`src/rtl/prio_irq_pkg.sv`:
```
`timescale 1ns/1ps
package prio_irq_pkg;
  parameter int NUM_SRC    = 10;
  parameter int SLICE_BASE = 5;
  parameter int SLICE_LEN  = 3;
  parameter int ADDR_W     = 2;
  localparam int CODE_W    = $clog2(SLICE_LEN);
  localparam int ORDER_W   = CODE_W * SLICE_LEN;
  localparam int LVL_W     = $clog2(NUM_SRC + 1);
  localparam int SLICE_TOP = SLICE_BASE + SLICE_LEN - 1;
  localparam int TOP_CNT   = NUM_SRC - SLICE_TOP;

  localparam logic [ADDR_W-1:0] ADDR_MASK  = ADDR_W'(0);
  localparam logic [ADDR_W-1:0] ADDR_PEND  = ADDR_W'(1);
  localparam logic [ADDR_W-1:0] ADDR_ORDER = ADDR_W'(2);
  localparam logic [ADDR_W-1:0] ADDR_LEVEL = ADDR_W'(3);

  typedef struct packed {
    logic maskWr;
    logic pendClr;
    logic orderWr;
    logic ackTake;
  } ctrlStrobe_t;

  function automatic logic [ORDER_W-1:0] defaultOrder();
    logic [ORDER_W-1:0] val;
    val = '0;
    for (int k = 0; k < SLICE_LEN; k++) val[k*CODE_W +: CODE_W] = CODE_W'(k);
    return val;
  endfunction

  function automatic logic isPermutation(logic [ORDER_W-1:0] val);
    logic ok;
    ok = 1'b1;
    for (int a = 0; a < SLICE_LEN; a++) begin
      if (int'(val[a*CODE_W +: CODE_W]) >= SLICE_LEN) ok = 1'b0;
      for (int b = a + 1; b < SLICE_LEN; b++)
        if (val[a*CODE_W +: CODE_W] == val[b*CODE_W +: CODE_W]) ok = 1'b0;
    end
    return ok;
  endfunction
endpackage

```
`src/rtl/prio_irq_ctrl_unit.sv`:
```
`timescale 1ns/1ps
module prio_irq_ctrl_unit
  import prio_irq_pkg::*;
(
  input  logic               clk,
  input  logic               rstN,
  input  logic               regWrEn,
  input  logic [ADDR_W-1:0]  regAddr,
  input  logic [NUM_SRC-1:0] regWrData,
  input  logic               ackIn,
  input  logic [NUM_SRC-1:0] maskReg,
  input  logic [NUM_SRC-1:0] pendReg,
  input  logic [ORDER_W-1:0] orderReg,
  input  logic [LVL_W-1:0]   winLevel,
  output ctrlStrobe_t        strb,
  output logic [NUM_SRC-1:0] regRdData
);
  logic orderOk;

  assign orderOk = isPermutation(regWrData[ORDER_W-1:0]);

  always_comb begin
    strb         = '0;
    strb.maskWr  = regWrEn && (regAddr == ADDR_MASK);
    strb.pendClr = regWrEn && (regAddr == ADDR_PEND);
    strb.orderWr = regWrEn && (regAddr == ADDR_ORDER) && orderOk;
    strb.ackTake = ackIn && (winLevel != '0);
  end

  always_comb begin
    unique case (regAddr)
      ADDR_MASK:  regRdData = maskReg;
      ADDR_PEND:  regRdData = pendReg;
      ADDR_ORDER: regRdData = NUM_SRC'(orderReg);
      default:    regRdData = NUM_SRC'(winLevel);
    endcase
  end

  // A write to the level address never raises any register strobe
  assert_level_addr_readonly_R10: assert property (@(posedge clk) disable iff (!rstN)
    (regWrEn && regAddr == ADDR_LEVEL) |-> !(strb.maskWr || strb.pendClr || strb.orderWr));
endmodule

```
`src/rtl/prio_irq_datapath.sv`:
```
`timescale 1ns/1ps
module prio_irq_datapath
  import prio_irq_pkg::*;
(
  input  logic               clk,
  input  logic               rstN,
  input  logic [NUM_SRC-1:0] srcReq,
  input  ctrlStrobe_t        strb,
  input  logic [NUM_SRC-1:0] wrData,
  input  logic [LVL_W-1:0]   winLevel,
  output logic [NUM_SRC-1:0] maskReg,
  output logic [NUM_SRC-1:0] pendReg,
  output logic [ORDER_W-1:0] orderReg,
  output logic [NUM_SRC-1:0] activeVec
);
  logic [NUM_SRC-1:0] srcPrev;
  logic [NUM_SRC-1:0] reqRise;
  logic [NUM_SRC-1:0] swClear;
  logic [NUM_SRC-1:0] ackClear;

  assign reqRise = srcReq & ~srcPrev;
  assign swClear = strb.pendClr ? wrData : '0;

  genvar i;
  generate
    for (i = 0; i < NUM_SRC; i++) begin : g_ack
      assign ackClear[i] = strb.ackTake && (winLevel == LVL_W'(i + 1));
    end
  endgenerate

  always_ff @(posedge clk) begin
    if (!rstN) begin
      srcPrev  <= '0;
      pendReg  <= '0;
      maskReg  <= '1;
      orderReg <= defaultOrder();
    end else begin
      srcPrev <= srcReq;
      pendReg <= (pendReg & ~swClear & ~ackClear) | reqRise;
      if (strb.maskWr)  maskReg  <= wrData;
      if (strb.orderWr) orderReg <= wrData[ORDER_W-1:0];
    end
  end

  assign activeVec = pendReg & ~maskReg;

  // The slice order register always holds a valid permutation
  assert_order_valid_R8: assert property (@(posedge clk) disable iff (!rstN)
    isPermutation(orderReg));

  generate
    for (i = 0; i < NUM_SRC; i++) begin : g_chk
      // Pending only rises after a request edge
      assert_pend_rise_R2: assert property (@(posedge clk) disable iff (!rstN)
        $rose(pendReg[i]) |-> $past(srcReq[i] && !srcPrev[i]));
      // Pending only falls through a W1C write or an ack on that level
      assert_pend_hold_R3: assert property (@(posedge clk) disable iff (!rstN)
        $fell(pendReg[i]) |-> $past((strb.pendClr && wrData[i]) ||
                                    (strb.ackTake && winLevel == LVL_W'(i + 1))));
      // Ack of another level leaves this pending bit alone
      assert_ack_keeps_others_R9: assert property (@(posedge clk) disable iff (!rstN)
        (strb.ackTake && winLevel != LVL_W'(i + 1) && pendReg[i] &&
         !(strb.pendClr && wrData[i])) |=> pendReg[i]);
    end
  endgenerate
endmodule

```
`src/rtl/prio_irq_resolver.sv`:
```
`timescale 1ns/1ps
module prio_irq_resolver
  import prio_irq_pkg::*;
(
  input  logic               clk,
  input  logic               rstN,
  input  logic [NUM_SRC-1:0] activeVec,
  input  logic [ORDER_W-1:0] orderReg,
  output logic [LVL_W-1:0]   winLevel,
  output logic               irqValid
);
  logic [LVL_W-1:0] rankLevel [NUM_SRC];

  genvar r;
  generate
    for (r = 0; r < NUM_SRC; r++) begin : g_rank
      if (r >= TOP_CNT && r < TOP_CNT + SLICE_LEN) begin : g_slot
        assign rankLevel[r] = LVL_W'(SLICE_TOP) -
                              LVL_W'(orderReg[(r-TOP_CNT)*CODE_W +: CODE_W]);
      end else begin : g_fixed
        assign rankLevel[r] = LVL_W'(NUM_SRC - r);
      end
    end
  endgenerate

  always_comb begin
    logic [LVL_W-1:0] idx;
    winLevel = '0;
    for (int k = NUM_SRC - 1; k >= 0; k--) begin
      idx = rankLevel[k] - LVL_W'(1);
      if (activeVec[idx]) winLevel = rankLevel[k];
    end
  end

  assign irqValid = |activeVec;

  assert_irq_matches_level_R5: assert property (@(posedge clk) disable iff (!rstN)
    irqValid == (winLevel != '0));
  assert_winner_active_R4: assert property (@(posedge clk) disable iff (!rstN)
    (winLevel != '0) |-> activeVec[winLevel - LVL_W'(1)]);
  assert_top_wins_R6: assert property (@(posedge clk) disable iff (!rstN)
    activeVec[NUM_SRC-1] |-> winLevel == LVL_W'(NUM_SRC));
  assert_watchdog_second_R6: assert property (@(posedge clk) disable iff (!rstN)
    (activeVec[NUM_SRC-2] && !activeVec[NUM_SRC-1]) |-> winLevel == LVL_W'(NUM_SRC-1));
endmodule

```
`src/rtl/prio_irq_ctrl.sv`:
```
`timescale 1ns/1ps
module prio_irq_ctrl
  import prio_irq_pkg::*;
(
  input  logic               clk,
  input  logic               rstN,
  input  logic [NUM_SRC-1:0] srcReq,
  input  logic               regWrEn,
  input  logic [ADDR_W-1:0]  regAddr,
  input  logic [NUM_SRC-1:0] regWrData,
  output logic [NUM_SRC-1:0] regRdData,
  input  logic               ackIn,
  output logic               cpuIrq,
  output logic [LVL_W-1:0]   irqLevel
);
  ctrlStrobe_t        strb;
  logic [NUM_SRC-1:0] maskReg;
  logic [NUM_SRC-1:0] pendReg;
  logic [ORDER_W-1:0] orderReg;
  logic [NUM_SRC-1:0] activeVec;
  logic [LVL_W-1:0]   winLevel;

  prio_irq_ctrl_unit ctrl_i (
    .clk(clk), .rstN(rstN), .regWrEn(regWrEn), .regAddr(regAddr),
    .regWrData(regWrData), .ackIn(ackIn), .maskReg(maskReg), .pendReg(pendReg),
    .orderReg(orderReg), .winLevel(winLevel), .strb(strb), .regRdData(regRdData)
  );

  prio_irq_datapath dp_i (
    .clk(clk), .rstN(rstN), .srcReq(srcReq), .strb(strb), .wrData(regWrData),
    .winLevel(winLevel), .maskReg(maskReg), .pendReg(pendReg),
    .orderReg(orderReg), .activeVec(activeVec)
  );

  prio_irq_resolver res_i (
    .clk(clk), .rstN(rstN), .activeVec(activeVec), .orderReg(orderReg),
    .winLevel(winLevel), .irqValid(cpuIrq)
  );

  assign irqLevel = winLevel;
endmodule

```
`config.mk`:
```
export PLATFORM = sky130hd
export DESIGN_NAME = prio_irq_ctrl
export DESIGN_NICKNAME = d
export VERILOG_FILES = /design/src/rtl/prio_irq_pkg.sv /design/src/rtl/prio_irq_ctrl_unit.sv /design/src/rtl/prio_irq_datapath.sv /design/src/rtl/prio_irq_resolver.sv /design/src/rtl/prio_irq_ctrl.sv
export SDC_FILE = /design/constraint.sdc
export NUM_CORES = 1
export LEC_CHECK = 0
export ABC_AREA = 1
export ABC_CLOCK_PERIOD_IN_PS = 2000
export BUFFER_PORTS_ARGS = -buffer_cell sky130_fd_sc_hd__buf_2
export CAP_MARGIN = 30
export CORE_MARGIN = 2
export CORE_UTILIZATION = 56
export CTS_BUF_LIST = sky130_fd_sc_hd__clkbuf_16
export DETAILED_ROUTE_END_ITERATION = 8
export GPL_ROUTABILITY_DRIVEN = 0
export PLACE_DENSITY_LB_ADDON = 0.2
export SLEW_MARGIN = 20
export SYNTH_ARGS = -nofsm -noshare
export SYNTH_HDL_FRONTEND = slang
export SYNTH_SLANG_ARGS = --single-unit
```
`constraint.sdc`:
```
create_clock -name clk -period 2 [get_ports clk]
set_clock_uncertainty 0.1 [all_clocks]
set_input_delay 0.1 -clock clk [delete_from_list [all_inputs] [get_ports clk]]
set_output_delay 0.1 -clock clk [all_outputs]
set_load 0.05 [all_outputs]
```
# Yosys cells after proc, flatten, opt, wreduce, memory -nomap -nowiden
# Cells that the tools add are included.
# word_totals
regBits	36
in_bits	26
out_inout_bits	15
elab_cells	82
# op_classes
addsub	6
order_cmp	6
n_eq_ne	15
n_mux	24
bitwise	9
n_reduce_logical	18
# ops
cell	count
bitwise AND 10 bit	4
NOT 10 bit	4
two-way mux 4 bit	9
one-hot mux 10 bit (3 select lines)	1
== test 4 x 3 -> 1 bit, second input constant	4
logical AND 1 bit	15
< comparator 4 x 5 -> 1 bit, second input constant	3
binary-select mux 1 bit (select 4 bit)	3
== test 4 bit, second input constant	3
subtractor 3 x 2 -> 4 bit, first input constant	3
subtractor 4 x 1 -> 4 bit, second input constant	3
two-way mux 1 bit	10
two-way mux 10 bit	1
OR 10 bit	1
OR reduction 10 bit	1
== test 4 x 2 -> 1 bit, second input constant	2
== test 2 bit	3
>= comparator 2 bit, second input constant	3
== test 4 x 1 -> 1 bit, second input constant	1
nonzero test 4 bit	1
== test 2 x 1 -> 1 bit, second input constant	1
== test 2 bit, second input constant	1
logical NOT 2 bit	1

# Longest topological paths before layout
# depth
ltp_word	18
depth_mapped	16
depth_no_buf	16

# By module
# From an unflattened synthesis, not the netlist that was laid out.
# unflattened
hier_cells	362
hier_area_um2	2267.2
# modules_own_cells
mod	n_inst	cells_per_inst	area_each_um2	seq_area_each_um2
prio_irq_datapath	1	209	1481.4	720.7
prio_irq_resolver	1	85	455.4	0.0
prio_irq_ctrl_unit	1	68	330.3	0.0

# Least setup slack after synthesis
# Ideal clock, no wire load.
# synth_timing
kind	register to output
start	register dp_i.orderReg[0]
end	output port regRdData[2]
t_arrival_ps	2301
t_required_ps	1800
slack_ps	-501
stages_incl_launch_ff	10
path_buffers	0
cell_sequence	dfxtp_1 -> ha_1 -> inv_1 -> a21oi_1 -> o21ai_1 -> nand3_2 -> nand2_4 -> inv_2 -> o21ai_1 -> o21ai_0
# synth_between
elab_chain_cells	9
# synth_rtl
element	line_no	source
from (decl)	prio_irq_datapath.sv:13	output logic [ORDER_W-1:0] orderReg,
from (signal assigned)	prio_irq_datapath.sv:36	orderReg <= defaultOrder();
from (signal assigned)	prio_irq_datapath.sv:41	if (strb.orderWr) orderReg <= wrData[ORDER_W-1:0];
subtractor 3 x 2 -> 4 bit *	prio_irq_resolver.sv:18	assign rankLevel[r] = LVL_W'(SLICE_TOP) -
subtractor 4 x 1 -> 4 bit	prio_irq_resolver.sv:30	idx = rankLevel[k] - LVL_W'(1);
binary-select mux 1 bit (select 4 bit)	prio_irq_resolver.sv:31	if (activeVec[idx]) winLevel = rankLevel[k];
two-way mux 1 bit (implied by the code)	prio_irq_resolver.sv:31	
two-way mux 4 bit * (4 in series)	prio_irq_resolver.sv:31	
one-hot mux 10 bit (3 select lines) *	prio_irq_ctrl_unit.sv:31	unique case (regAddr)
to (decl)	prio_irq_ctrl.sv:11	output logic [NUM_SRC-1:0] regRdData,
# Every way passes the cells marked *; elsewhere a longest branch is shown, timed or not. The select of a mux whose other input is x is not followed.

# Worst setup path after layout
# layout_timing
start	register dp_i.orderReg[0]
end	output port regRdData[1]
# The elaborated chain is that of the path after synthesis.

==> results.tsv <==
stage	metric	value	unit
run_status	outcome	finished with violations	
run_status	failing checks	hold timing, setup timing	
synthesis	Post-Syn Area	2240	um2
routing	antenna-violating nets left	0	
clocking	clk sinks	36	
global_routing	initial antenna violation count	0	
routing	via count	2548	
placement	DP HPWL	4450	um
clocking	CTS buffer count	5	
clocking	CTS tree	done	
worst_setup_path	crit path launch type	flip-flop	
pwr	power after layout	2.18	mW
floorplan	I/O pin total	41	
pwr	Leakage	1.66	nW
global_routing	GR Layer Usage met3	5.50	%
timing	setup violators final	12	
worst_setup_path	worst endpoint required time	1.80	ns
global_routing	gr usage total	31.9	%
worst_setup_path	crit path DAT	2.02	ns
floorplan	core box area	3740	um2
global_routing	busiest grt layer	met2	
cells_and_area	Final Instance Area	3090	um2
clocking	clock slew at reported path FFs	0.06	ns
placement	DP Area	2630	um2
timing	Slew @ Worst Pin	0.652	ns
global_routing	met2 GRT Util	52.5	%
synthesis	post-synthesis cell count	346	
global_routing	Overflow after GRT	0	
cells_and_area	ANT cells	0	
routing	Vias/cell	5.43	
global_routing	first-pass GRT wire length	10900	um
flow_run	maxcap violations	0	
clocking	Max H-tree Level	2	
timing	final worst setup slack	-0.215	ns
synthesis	syn avg cell area	6.47	um2
floorplan	die area	4520	um2
timing	Fmax	0.451	GHz
global_routing	largest net degree at the start of global routing	37	
synthesis	Seq cells post-synth	36	
synthesis	Distinct cells, synth	33	
routing	Post-route DRC	0	
worst_setup_path	Max FO, Critical Path	5	
pwr	Max VDD drop	610	uV
synthesis	sequential share of the synthesized area	32.2	%
timing	relative slew slack	56.5	%
worst_hold_path	Hold Path Stages	3	
placement	pre-CTS setup slack	-0.0416	ns
timing	hold slack	-0.00188	ns
pwr	PwrDens	705	nW/um2
synthesis	Synth warnings	0	
timing	final slew viol count	0	
timing	RSZ-0062 raised after global routing	yes	
clocking	clock latency on the worst-skew pair	0.28	ns
global_routing	vias in the first global route	2372	
routing	Avg WL per Cell	14.6	um
placement	placed insts	443	
worst_setup_path	critical path type	flip-flop to output pin	
floorplan	Die Span Y	67.2	um
cells_and_area	nets@finish	450	
floorplan	Initial Utilization	59.8	%
placement	Buffers on Ports	40	
global_routing	M1 GR Usage	41.5	%
timing	final hold violations	1	
synthesis	post-synth net total	375	
routing	drt initial violations	245	
cells_and_area	Finished Core Util	82.6	%
worst_setup_path	Worst Reg-to-Reg Cells	17	
cells_and_area	fillers	239	
floorplan	Chip Width	67.2	um
worst_hold_path	Tightest Hold Check Type	primary input to flip-flop	
routing	Routed WL	6870	um
clocking	Root Buffer	clkbuf_16	
routing	Pre-Repair DR Iteration Count	4	
timing	final period utilization	111	%
floorplan	Site Rows	22	
cells_and_area	Final Non-Filler Cells	469	
timing	post-layout minimum cycle time	2.22	ns
clocking	CTS max path bufs	2	
cells_and_area	area grow syn2layout	38.2	%
cells_and_area	share of cells above drive strength 1	32.5	%
timing	setup TNS	-1.31	ns
worst_setup_path	endpoint class of the critical path	output pin	
## layout make-up
cell class	instances	area [um2]	area share (%)
Timing Repair Buffer	74	549	17.8
Clock inverter	2	7.51	0.243
Inverter	62	250	8.09
Tap cell	48	60.1	1.94
Multi-Input combinational cell	242	1370	44.3
Sequential cell	36	731	23.6
Clock buffer	5	125	4.05
## repair_timing
action | in CTS | in global routing
endpoints found under the setup margin | 10 | 16
buffers inserted | 2 | 4
pin swaps | 17 | 13
resized for setup | 28 | 19
hold buffers | 14 | 0
endpoints found under the hold margin | 14 | 0
## layout by cell type, fill, tap and decap left out, drive strengths merged, types with 2 or more instances in the layout
master,instances
a21oi,6
dfxtp,36
nor2,19
buf,60
o21ai,17
nand3,37
clkinv,4
clkbuf,5
nand4,5
or2,9
nand2,121
o211ai,11
nor4,2
ha,3
inv,60
dlygate4sd3,14
nand3b,2
a221oi,3
nor3,2
## synth_stat cells, drive strengths merged
library cell / number / area share (%)
a31oi: 1 / 0.28
nand3: 37 / 9.4
o2111ai: 1 / 0.39
o22ai: 1 / 0.28
nand4: 5 / 1.4
nor2: 19 / 4.1
clkinv: 2 / 0.34
nor4: 2 / 0.56
o21ai: 17 / 3.8
clkbuf: 4 / 0.67
buf: 2 / 0.84
o221ai: 1 / 0.39
nand2: 121 / 23
a221oi: 3 / 1.2
inv: 60 / 10
o211ai: 11 / 3.9
a311oi: 1 / 0.39
dfxtp: 36 / 32
nor3: 2 / 0.45
ha: 3 / 1.7
or2: 9 / 2.5
a21oi: 6 / 1.3
nand3b: 2 / 0.67
## kinds of logic (layout without fill, tap and decap cells)
group,after synthesis,after routing,synth area share (%)
and+or+nand+nor,197,197,42.1
adders and majority gates,3,3,1.68
buffers and inverters,68,143,12.0
DFF,36,36,32.2
AOI/OAI and AO/OA,42,42,12.0
## path summary, 6_finish.rpt
kind / end / start / slack [ns]
worst max-delay path: regRdData[1] / dp_i.orderReg[0] / -0.22
worst min-delay path: dp_i.maskReg[2] / regWrData[2] / -0.002
worst max register to register: dp_i.pendReg[5] / dp_i.orderReg[0] / -0.12
worst min register to register: dp_i.pendReg[9] / dp_i.srcPrev[9] / 0.32
## sequential cells by signal, indices dropped and copies added, names as in the netlist
register / count
dp_i.maskReg: 10
dp_i.orderReg: 6
dp_i.pendReg: 10
dp_i.srcPrev: 10
## where the power goes
part / switching (mW) / internal (mW) / total (mW)
combinational: 0.415 / 0.246 / 0.661
sequential: 0.0311 / 0.762 / 0.793
clock: 0.283 / 0.445 / 0.728
total: 0.729 / 1.45 / 2.18
## metal layers
metal  wire, um  vias to the layer above
met5          0                        -
met4        210                        0
met3        495                       26
met2       3360                      123
met1       2810                     1141
li1           -                     1258
## critical path: stages (launching register included)
cell and delay [ns]:
dfxtp_4 0.36, ha_4 0.25, inv_4 0.06, a21oi_2 0.03, o21ai_1 0.10, nand3_2 0.11, nand2_4 0.11, inv_4 0.04
nand2_2 0.05, nand2_2 0.05, inv_2 0.06, nand2_4 0.06, nand2_8 0.07, inv_4 0.05, o21ai_4 0.14, buf_8 0.17
No activity file was read; power rests on OpenSTA's default activity.
